==> config.mk <==
export PLATFORM = sky130hd
export DESIGN_NAME = tblptr_unit
export DESIGN_NICKNAME = d
export VERILOG_FILES = /design/src/rtl/tbl_pkg.sv /design/src/rtl/tbl_ptr_step.sv /design/src/rtl/tbl_hold_bank.sv /design/src/rtl/tbl_ctrl.sv /design/src/rtl/tblptr_unit.sv
export SDC_FILE = /design/constraint.sdc
export NUM_CORES = 1
export LEC_CHECK = 0
export ABC_AREA = 1
export BUFFER_PORTS_ARGS = -buffer_cell sky130_fd_sc_hd__buf_2
export CORE_UTILIZATION = 55
export DETAILED_ROUTE_END_ITERATION = 16
export PLACE_DENSITY_LB_ADDON = 0.25
export SLEW_MARGIN = 20
export SYNTH_ARGS = -nofsm -noshare
export SYNTH_HDL_FRONTEND = slang
export SYNTH_SLANG_ARGS = --single-unit
==> constraint.sdc <==
create_clock -name clk -period 4.7 [get_ports clk]
set_input_delay 0.47 -clock clk [delete_from_list [all_inputs] [get_ports clk]]
set_output_delay 0.47 -clock clk [all_outputs]
set_load 0.01 [all_outputs]
==> src/rtl/tbl_pkg.sv <==
// Shared encodings for the table pointer unit.
// Assumes 2-bit command, mode and register-select fields at the top ports.
package tbl_pkg;
    typedef enum logic [1:0] {OP_READ = 2'd0, OP_WRITE = 2'd1, OP_BLKWR = 2'd2, OP_ERASE = 2'd3} tbl_op_e;
    typedef enum logic [1:0] {MD_KEEP = 2'd0, MD_POSTINC = 2'd1, MD_POSTDEC = 2'd2, MD_PREINC = 2'd3} tbl_mode_e;
    typedef enum logic [1:0] {SEL_LOW = 2'd0, SEL_HIGH = 2'd1, SEL_UPPER = 2'd2, SEL_LATCH = 2'd3} tbl_sel_e;
    typedef enum logic [1:0] {ST_IDLE = 2'd0, ST_REQ = 2'd1, ST_WAIT = 2'd2} tbl_state_e;
endpackage

==> src/rtl/tbl_ptr_step.sv <==
// Pointer step logic: from the current pointer and an update mode, computes
// the address used for the access and the pointer value after the command.
// Assumes PTR_W > WRAP_W; bits above WRAP_W are carried through untouched.
module tbl_ptr_step #(
    parameter int PTR_W  = 22,
    parameter int WRAP_W = 21
) (
    input  logic [PTR_W-1:0] ptr,
    input  logic [1:0]       mode,
    output logic [PTR_W-1:0] acc_addr,
    output logic [PTR_W-1:0] next_ptr
);
    import tbl_pkg::*;

    logic [WRAP_W-1:0] low_inc;
    logic [WRAP_W-1:0] low_dec;
    logic [PTR_W-1:0]  ptr_inc;
    logic [PTR_W-1:0]  ptr_dec;

    // Wrapping increment and decrement of the low field only.
    always_comb begin
        low_inc = ptr[WRAP_W-1:0] + 1'b1;
        low_dec = ptr[WRAP_W-1:0] - 1'b1;
        ptr_inc = {ptr[PTR_W-1:WRAP_W], low_inc};
        ptr_dec = {ptr[PTR_W-1:WRAP_W], low_dec};
    end

    // Select access address and successor pointer by mode.
    always_comb begin
        acc_addr = ptr;
        next_ptr = ptr;
        case (tbl_mode_e'(mode))
            MD_POSTINC: next_ptr = ptr_inc;
            MD_POSTDEC: next_ptr = ptr_dec;
            MD_PREINC: begin
                acc_addr = ptr_inc;
                next_ptr = ptr_inc;
            end
            default: ;
        endcase
    end
endmodule

==> src/rtl/tbl_hold_bank.sv <==
// Bank of byte-wide staging registers filled one at a time and cleared
// together to all ones. Assumes NHOLD is a power of two.
module tbl_hold_bank #(
    parameter int NHOLD = 8,
    parameter int DW    = 8,
    localparam int IDX_W = $clog2(NHOLD)
) (
    input  logic                  clk,
    input  logic                  rst_n,
    input  logic                  wr_en,
    input  logic [IDX_W-1:0]      wr_idx,
    input  logic [DW-1:0]         wr_data,
    input  logic                  clr,
    output logic [NHOLD*DW-1:0]   hold_flat
);
    for (genvar g = 0; g < NHOLD; g++) begin : g_hold
        logic [DW-1:0] byte_q;

        // One staging byte: set to ones on reset or clear, load on match.
        always_ff @(posedge clk) begin
            if (!rst_n)
                byte_q <= '1;
            else if (clr)
                byte_q <= '1;
            else if (wr_en && (wr_idx == IDX_W'(g)))
                byte_q <= wr_data;
        end

        assign hold_flat[g*DW +: DW] = byte_q;
    end
endmodule

==> src/rtl/tbl_ctrl.sv <==
// Command sequencer: holds the pointer and the latch, accepts commands when
// idle, runs the two-cycle memory read, and issues block-write and erase
// strobes. Assumes memory read data arrives one cycle after mem_rd.
module tbl_ctrl #(
    parameter int PTR_W     = 22,
    parameter int DW        = 8,
    parameter int NHOLD     = 8,
    parameter int BLK_LSB   = 3,
    parameter int ERASE_LSB = 6,
    localparam int IDX_W = $clog2(NHOLD),
    localparam int UP_W  = PTR_W - 2*DW
) (
    input  logic                 clk,
    input  logic                 rst_n,
    input  logic                 cmd_valid,
    input  logic [1:0]           cmd_op,
    input  logic                 reg_we,
    input  logic [1:0]           reg_sel,
    input  logic [DW-1:0]        reg_wdata,
    input  logic [PTR_W-1:0]     acc_addr,
    input  logic [PTR_W-1:0]     next_ptr,
    input  logic [NHOLD*DW-1:0]  hold_flat,
    input  logic [DW-1:0]        mem_rdata,
    output logic [PTR_W-1:0]     ptr_q,
    output logic [DW-1:0]        latch_q,
    output logic                 busy,
    output logic                 done,
    output logic                 mem_rd,
    output logic                 mem_blk_wr,
    output logic                 mem_erase,
    output logic [PTR_W-1:0]     mem_addr,
    output logic [NHOLD*DW-1:0]  mem_wdata,
    output logic                 hold_wr_en,
    output logic [IDX_W-1:0]     hold_wr_idx,
    output logic                 hold_clr
);
    import tbl_pkg::*;

    tbl_state_e        state_q;
    logic [PTR_W-1:0]  pend_ptr_q;
    logic              accept;
    logic              sw_wr;

    // Acceptance and software-write qualification.
    always_comb begin
        accept      = cmd_valid && (state_q == ST_IDLE);
        sw_wr       = reg_we && (state_q == ST_IDLE) && !cmd_valid;
        busy        = (state_q != ST_IDLE);
        mem_rd      = (state_q == ST_REQ);
        hold_wr_en  = accept && (tbl_op_e'(cmd_op) == OP_WRITE);
        hold_wr_idx = acc_addr[IDX_W-1:0];
        hold_clr    = accept && (tbl_op_e'(cmd_op) == OP_BLKWR);
    end

    // Main sequencer with pointer, latch and memory strobe registers.
    always_ff @(posedge clk) begin
        if (!rst_n) begin
            state_q    <= ST_IDLE;
            ptr_q      <= '0;
            latch_q    <= '0;
            pend_ptr_q <= '0;
            mem_addr   <= '0;
            mem_wdata  <= '0;
            done       <= 1'b0;
            mem_blk_wr <= 1'b0;
            mem_erase  <= 1'b0;
        end else begin
            done       <= 1'b0;
            mem_blk_wr <= 1'b0;
            mem_erase  <= 1'b0;
            case (state_q)
                ST_IDLE: begin
                    if (accept) begin
                        case (tbl_op_e'(cmd_op))
                            OP_READ: begin
                                state_q    <= ST_REQ;
                                mem_addr   <= acc_addr;
                                pend_ptr_q <= next_ptr;
                            end
                            OP_WRITE: begin
                                ptr_q <= next_ptr;
                                done  <= 1'b1;
                            end
                            OP_BLKWR: begin
                                mem_addr   <= {ptr_q[PTR_W-1:BLK_LSB], {BLK_LSB{1'b0}}};
                                mem_wdata  <= hold_flat;
                                mem_blk_wr <= 1'b1;
                                done       <= 1'b1;
                            end
                            default: begin
                                mem_addr  <= {ptr_q[PTR_W-1:ERASE_LSB], {ERASE_LSB{1'b0}}};
                                mem_erase <= 1'b1;
                                done      <= 1'b1;
                            end
                        endcase
                    end else if (sw_wr) begin
                        case (tbl_sel_e'(reg_sel))
                            SEL_LOW:   ptr_q[DW-1:0]          <= reg_wdata;
                            SEL_HIGH:  ptr_q[2*DW-1:DW]       <= reg_wdata;
                            SEL_UPPER: ptr_q[PTR_W-1:2*DW]    <= reg_wdata[UP_W-1:0];
                            default:   latch_q                <= reg_wdata;
                        endcase
                    end
                end
                ST_REQ: state_q <= ST_WAIT;
                default: begin
                    latch_q <= mem_rdata;
                    ptr_q   <= pend_ptr_q;
                    done    <= 1'b1;
                    state_q <= ST_IDLE;
                end
            endcase
        end
    end
endmodule

==> src/rtl/tblptr_unit.sv <==
// Top of the table pointer and latch unit: ties the pointer step, the
// staging bank and the sequencer together and muxes the register read port.
// Assumes a synchronous memory with one-cycle read latency.
module tblptr_unit #(
    parameter int PTR_W     = 22,
    parameter int WRAP_W    = 21,
    parameter int DW        = 8,
    parameter int NHOLD     = 8,
    parameter int ERASE_LSB = 6,
    localparam int BLK_LSB = $clog2(NHOLD),
    localparam int IDX_W   = $clog2(NHOLD),
    localparam int UP_W    = PTR_W - 2*DW
) (
    input  logic                 clk,
    input  logic                 rst_n,
    input  logic                 cmd_valid,
    input  logic [1:0]           cmd_op,
    input  logic [1:0]           cmd_mode,
    input  logic                 reg_we,
    input  logic [1:0]           reg_sel,
    input  logic [DW-1:0]        reg_wdata,
    output logic [DW-1:0]        reg_rdata,
    output logic                 busy,
    output logic                 done,
    output logic                 mem_rd,
    output logic                 mem_blk_wr,
    output logic                 mem_erase,
    output logic [PTR_W-1:0]     mem_addr,
    output logic [NHOLD*DW-1:0]  mem_wdata,
    input  logic [DW-1:0]        mem_rdata
);
    import tbl_pkg::*;

    logic [PTR_W-1:0]     ptr_q;
    logic [DW-1:0]        latch_q;
    logic [PTR_W-1:0]     acc_addr;
    logic [PTR_W-1:0]     next_ptr;
    logic [NHOLD*DW-1:0]  hold_flat;
    logic                 hold_wr_en;
    logic [IDX_W-1:0]     hold_wr_idx;
    logic                 hold_clr;

    tbl_ptr_step #(.PTR_W(PTR_W), .WRAP_W(WRAP_W)) u_step (
        .ptr      (ptr_q),
        .mode     (cmd_mode),
        .acc_addr (acc_addr),
        .next_ptr (next_ptr)
    );

    tbl_hold_bank #(.NHOLD(NHOLD), .DW(DW)) u_bank (
        .clk       (clk),
        .rst_n     (rst_n),
        .wr_en     (hold_wr_en),
        .wr_idx    (hold_wr_idx),
        .wr_data   (latch_q),
        .clr       (hold_clr),
        .hold_flat (hold_flat)
    );

    tbl_ctrl #(
        .PTR_W(PTR_W), .DW(DW), .NHOLD(NHOLD),
        .BLK_LSB(BLK_LSB), .ERASE_LSB(ERASE_LSB)
    ) u_ctrl (
        .clk         (clk),
        .rst_n       (rst_n),
        .cmd_valid   (cmd_valid),
        .cmd_op      (cmd_op),
        .reg_we      (reg_we),
        .reg_sel     (reg_sel),
        .reg_wdata   (reg_wdata),
        .acc_addr    (acc_addr),
        .next_ptr    (next_ptr),
        .hold_flat   (hold_flat),
        .mem_rdata   (mem_rdata),
        .ptr_q       (ptr_q),
        .latch_q     (latch_q),
        .busy        (busy),
        .done        (done),
        .mem_rd      (mem_rd),
        .mem_blk_wr  (mem_blk_wr),
        .mem_erase   (mem_erase),
        .mem_addr    (mem_addr),
        .mem_wdata   (mem_wdata),
        .hold_wr_en  (hold_wr_en),
        .hold_wr_idx (hold_wr_idx),
        .hold_clr    (hold_clr)
    );

    // Register read mux; the upper byte is zero-extended.
    always_comb begin
        case (tbl_sel_e'(reg_sel))
            SEL_LOW:   reg_rdata = ptr_q[DW-1:0];
            SEL_HIGH:  reg_rdata = ptr_q[2*DW-1:DW];
            SEL_UPPER: reg_rdata = {{(DW-UP_W){1'b0}}, ptr_q[PTR_W-1:2*DW]};
            default:   reg_rdata = latch_q;
        endcase
    end
endmodule

==> impl_summary.txt <==
----------------------------------------------------
[Run status]
  Status ... finished, final reports clean

[STA]
  Max Clock Freq ... 0.375 GHz
  Portion of the clock cycle consumed by the worst path in the final layout ... 0.568
  Max Clock Skew ... 0.0128 ns
  Fin. Hold Viols ... 0
  Number of max-slew violations in the final report ... 0
  Slew of the pin with the lowest slew margin ... 0.968 ns
  TNS Setup ... 0 ns
  Setup-violating endpoint count in the final report ... 0
  Final Worst Setup Slack ... 2.03 ns
  Setup repair after global routing missed its margin ... false
  Clock period minus worst slack ... 2.67 ns
  Relative max-transition margin ... 0.353

[Finish]
  Filler Cell Count ... 1434
  Antenna diodes ... 0
  Final net count ... 1268
  Share of layout cells above drive strength 1 ... 0.155
  Final instance area ... 10400 µm²
  Layout overhead on the synthesized area ... 13.3%

[Synthesis]
  Post-synthesis share of cell area spent on full adders, half adders and majority gates ... 0.00274
  Post-synthesis mux area share ... 0
  Synth Area per Inst ... 7.86 µm²
  Share of flip-flops with an asynchronous set or reset after synthesis ... 0
  Synth Net Count ... 1192
  Number of synthesized flops with an enable pin ... 0
  Simple logic cell fraction of the synthesized area ... 0.212
  Syn Std Cell Area ... 9140 µm²
  YS warnings ... 0
  Most frequent cells after synthesis ... sky130_fd_sc_hd__nand2_1 (297), sky130_fd_sc_hd__dfxtp_1 (207), sky130_fd_sc_hd__nor2_1 (86), sky130_fd_sc_hd__o211ai_1 (74), sky130_fd_sc_hd__inv_1 (65)
  Area contributors post-synth ... sky130_fd_sc_hd__dfxtp_1 (45%), sky130_fd_sc_hd__nand2_1 (12%), sky130_fd_sc_hd__a22o_1 (6.1%), sky130_fd_sc_hd__o211ai_1 (6.1%), sky130_fd_sc_hd__nor2_1 (3.5%)
  Dominant combinational cell family by area after synthesis ... compound AO/OA/AOI/OAI gates
  Number of register bits inferred by synthesis ... 207
  Post-synthesis sequential area ratio ... 0.453
  Most used standard cell by instance count after synthesis ... sky130_fd_sc_hd__nand2_1
  Post-synth top area share ... 0.453
  Fraction of synthesized cell area in xor and xnor cells ... 0.0192
  Post-Synthesis Cells ... 1164
  Area fraction in compound gates after synthesis ... 0.233
  Predominant post-synthesis flop cell ... sky130_fd_sc_hd__dfxtp_1
  Cell type contributing the most total cell area after synthesis ... sky130_fd_sc_hd__dfxtp_1
  Distinct cells, synth ... 45

[Floorplanning]
  Die Wd ... 131 µm
  Starting utilization of the core area ... 0.569
  I/O pin count ... 125
  Standard cell core area ... 16100 µm²
  Die area ... 17100 µm²
  Core Rows ... 46
  Height of the die ... 131 µm

[Detailed routing]
  Number of vias in the routed layout ... 8356
  Number of DRC markers after the initial detailed-route iteration ... 839
  Via density per instance ... 5.68
  Number of detailed-route iterations in the first pass ... 5
  Count of nets left with antenna violations after detail routing ... 0
  Number of DRC violations after detailed routing ... 0
  Post-detailed-routing wire length ... 24700 µm
  DR WL/cell ... 16.8 µm

[GRT]
  Antenna violations before repair ... 0
  Global-route wire length before repair ... 38600 µm
  GRT Util Overall ... 0.289
  Maximum number of pins on one net before global-route repair ... 85
  Number of global-route vias before repair ... 7321
  Overflow left after global routing ... 0

[Clocking]
  Cts bufs inserted ... 21
  Clock-pin slew on the worst setup and hold paths ... 0.06 ns
  Number of levels in the clock H-tree ... 1
  Sinks on the clock net ... 207
  Hold buffer count at cts ... 0
  TritonCTS clock tree ... yes
  Clock latency on the worst-skew pair ... 0.50 ns
  Post-cts sizing count ... 0
  Root Buffer ... sky130_fd_sc_hd__clkbuf_16
  Total setup buffers inserted after CTS ... 0
  Longest Clk Path Bufs ... 3

[Pwr]
  Leakage power of the design ... 4.71 nW
  IR Drop Worst-Case VDD ... 0.249 mV
  Power density over the cells ... 403 nW/µm²

[Min path]
  Worst Hold Launch ... mem_rdata[1]
  Path class of the lowest-slack min-delay path ... input pin to register

[Setup path]
  Start point of the critical path ... u_ctrl.state_q[1]
  Sort of element at the start of the critical path ... register
  Family with the most delay on the worst path ... simple AND/OR/NAND/NOR gates
  Critical path arrival ... 3.03 ns
  Required arrival time at the worst endpoint ... 5.06 ns
  Path type of the worst setup path ... register to register
  Critical Path Sink Type ... register
  Ordered list of cells on the worst path ... inv_2 -> nand2_4 -> nor2_8 -> inv_2 -> nor2_2 -> inv_2 -> nor2_2 -> nor2_4 -> buf_12 -> o211ai_1
  Worst r2r src ... u_ctrl.state_q[1]
  Number of buffer and inverter stages on the critical path ... 4
  Highest cell delay on the worst timing path ... 0.72 ns
  Cell at the slowest stage of the critical path ... sky130_fd_sc_hd__nor2_4
  Maximum fanout along the worst path ... 84
  Most frequent cell on the critical path ... sky130_fd_sc_hd__inv_2

[Placed design]
  Detailed-placement wirelength estimate ... 17100 µm
  Setup slack at placement ... 1.68 ns
  Gpl congestion ... 0.935
  Total cell area at the placement stage ... 9650 µm²
  Port Buffers ... 124

[Flow run]
  Max-cap violations ... 0

----------------------------------------------------
## worst reg2reg max path, cell delays in order (launching register included)
cell and delay (ns):
sky130_fd_sc_hd__dfxtp_1 0.37, sky130_fd_sc_hd__inv_2 0.07, sky130_fd_sc_hd__nand2_4 0.32, sky130_fd_sc_hd__nor2_8 0.17, sky130_fd_sc_hd__inv_2 0.10, sky130_fd_sc_hd__nor2_2 0.04
sky130_fd_sc_hd__inv_2 0.08, sky130_fd_sc_hd__nor2_2 0.06, sky130_fd_sc_hd__nor2_4 0.73, sky130_fd_sc_hd__buf_12 0.40, sky130_fd_sc_hd__o211ai_1 0.19
## layer usage
metal	wire length [µm]	global-route usage	vias to the layer above	part of all wire
met5	0	0	-	0
met4	670	0.0974	0	0.027
met3	2070	0.0419	48	0.084
met2	10600	0.431	385	0.43
met1	11400	0.424	3772	0.46
li1	-	-	4151	-
## power breakdown
group          leakage, nW  total, mW  switching, mW  internal (mW)
registers             1.69       1.93         0.0907           1.84
logic                 2.68      0.565          0.378          0.187
clock network        0.345       1.69          0.670           1.01
## state kept, by name, indices dropped and copies added, names as in the netlist
signal / flops
u_ctrl.mem_erase: 1
u_ctrl.ptr_q: 22
u_ctrl.state_q: 2
u_ctrl.done: 1
u_ctrl.pend_ptr_q: 22
u_ctrl.mem_blk_wr: 1
u_ctrl.mem_wdata: 64
u_ctrl.latch_q: 8
u_ctrl.mem_addr: 22
u_bank.g_hold.byte_q: 64
## worst paths after layout
check                                                   to  slack (ns)  depth (start not counted)
worst max-delay path            u_bank.g_hold[5].byte_q[0]        2.03                         10
worst min-delay path                     u_ctrl.latch_q[1]        0.24                          3
worst max register to register  u_bank.g_hold[5].byte_q[0]        2.03                         10
worst min register to register         u_ctrl.mem_addr[19]        0.46                          2
## cells in the final DEF (no fill, tap or decap), types with 3 or more instances in the layout
cell type and instances:
sky130_fd_sc_hd__dfxtp_1 207, sky130_fd_sc_hd__inv_2 9, sky130_fd_sc_hd__buf_2 124, sky130_fd_sc_hd__o21ai_2 4
sky130_fd_sc_hd__clkinv_2 4, sky130_fd_sc_hd__o22ai_1 5, sky130_fd_sc_hd__a22o_1 64, sky130_fd_sc_hd__a211oi_1 13
sky130_fd_sc_hd__nand4_1 7, sky130_fd_sc_hd__o21ai_0 57, sky130_fd_sc_hd__clkinv_1 9, sky130_fd_sc_hd__nor3_1 7
sky130_fd_sc_hd__nand2_4 3, sky130_fd_sc_hd__a21oi_1 61, sky130_fd_sc_hd__a41oi_1 4, sky130_fd_sc_hd__nand2_1 297
sky130_fd_sc_hd__o221ai_1 4, sky130_fd_sc_hd__nor2_2 8, sky130_fd_sc_hd__a31oi_1 15, sky130_fd_sc_hd__clkbuf_1 5
sky130_fd_sc_hd__o211ai_1 74, sky130_fd_sc_hd__inv_1 65, sky130_fd_sc_hd__nand3_1 48, sky130_fd_sc_hd__xor2_1 18
sky130_fd_sc_hd__nor2_4 4, sky130_fd_sc_hd__clkbuf_16 21, sky130_fd_sc_hd__o21ai_1 4, sky130_fd_sc_hd__nor2_1 85
sky130_fd_sc_hd__clkbuf_8 5
## layout make-up
cell class,count,area [µm²],area share
clock buffer,31,613,0.0592
timing repair buffer,126,648,0.0626
multi-input combinational,800,4270,0.413
clock inverter,7,91.3,0.00882
tap,216,270,0.0261
sequential,207,4140,0.400
inverter,84,317,0.0306
## cells by family after synthesis
| group | count (synthesis) |
|---|---|
| buffers and inverters | 157 |
| xor gates and xnor gates | 20 |
| and+or+nand+nor | 465 |
| adders and majority gates | 2 |
| AOI/OAI and AO/OA | 313 |
| DFF | 207 |
## through the flow
stage / hold slack (ns) / power (mW) / utilization / instances
after global routing: 0.231 / 4.35 / 0.645 / 1471
final: 0.236 / 4.18 / 0.645 / 1471
after floorplan: 0.440 / 2.34 / - / 1164
after detailed placement: 0.449 / 2.51 / 0.601 / 1433
after CTS: 0.231 / 4.18 / 0.645 / 1471
after global placement: 0.446 / 2.50 / 0.601 / 1433
(Power assumes the default switching activity.)
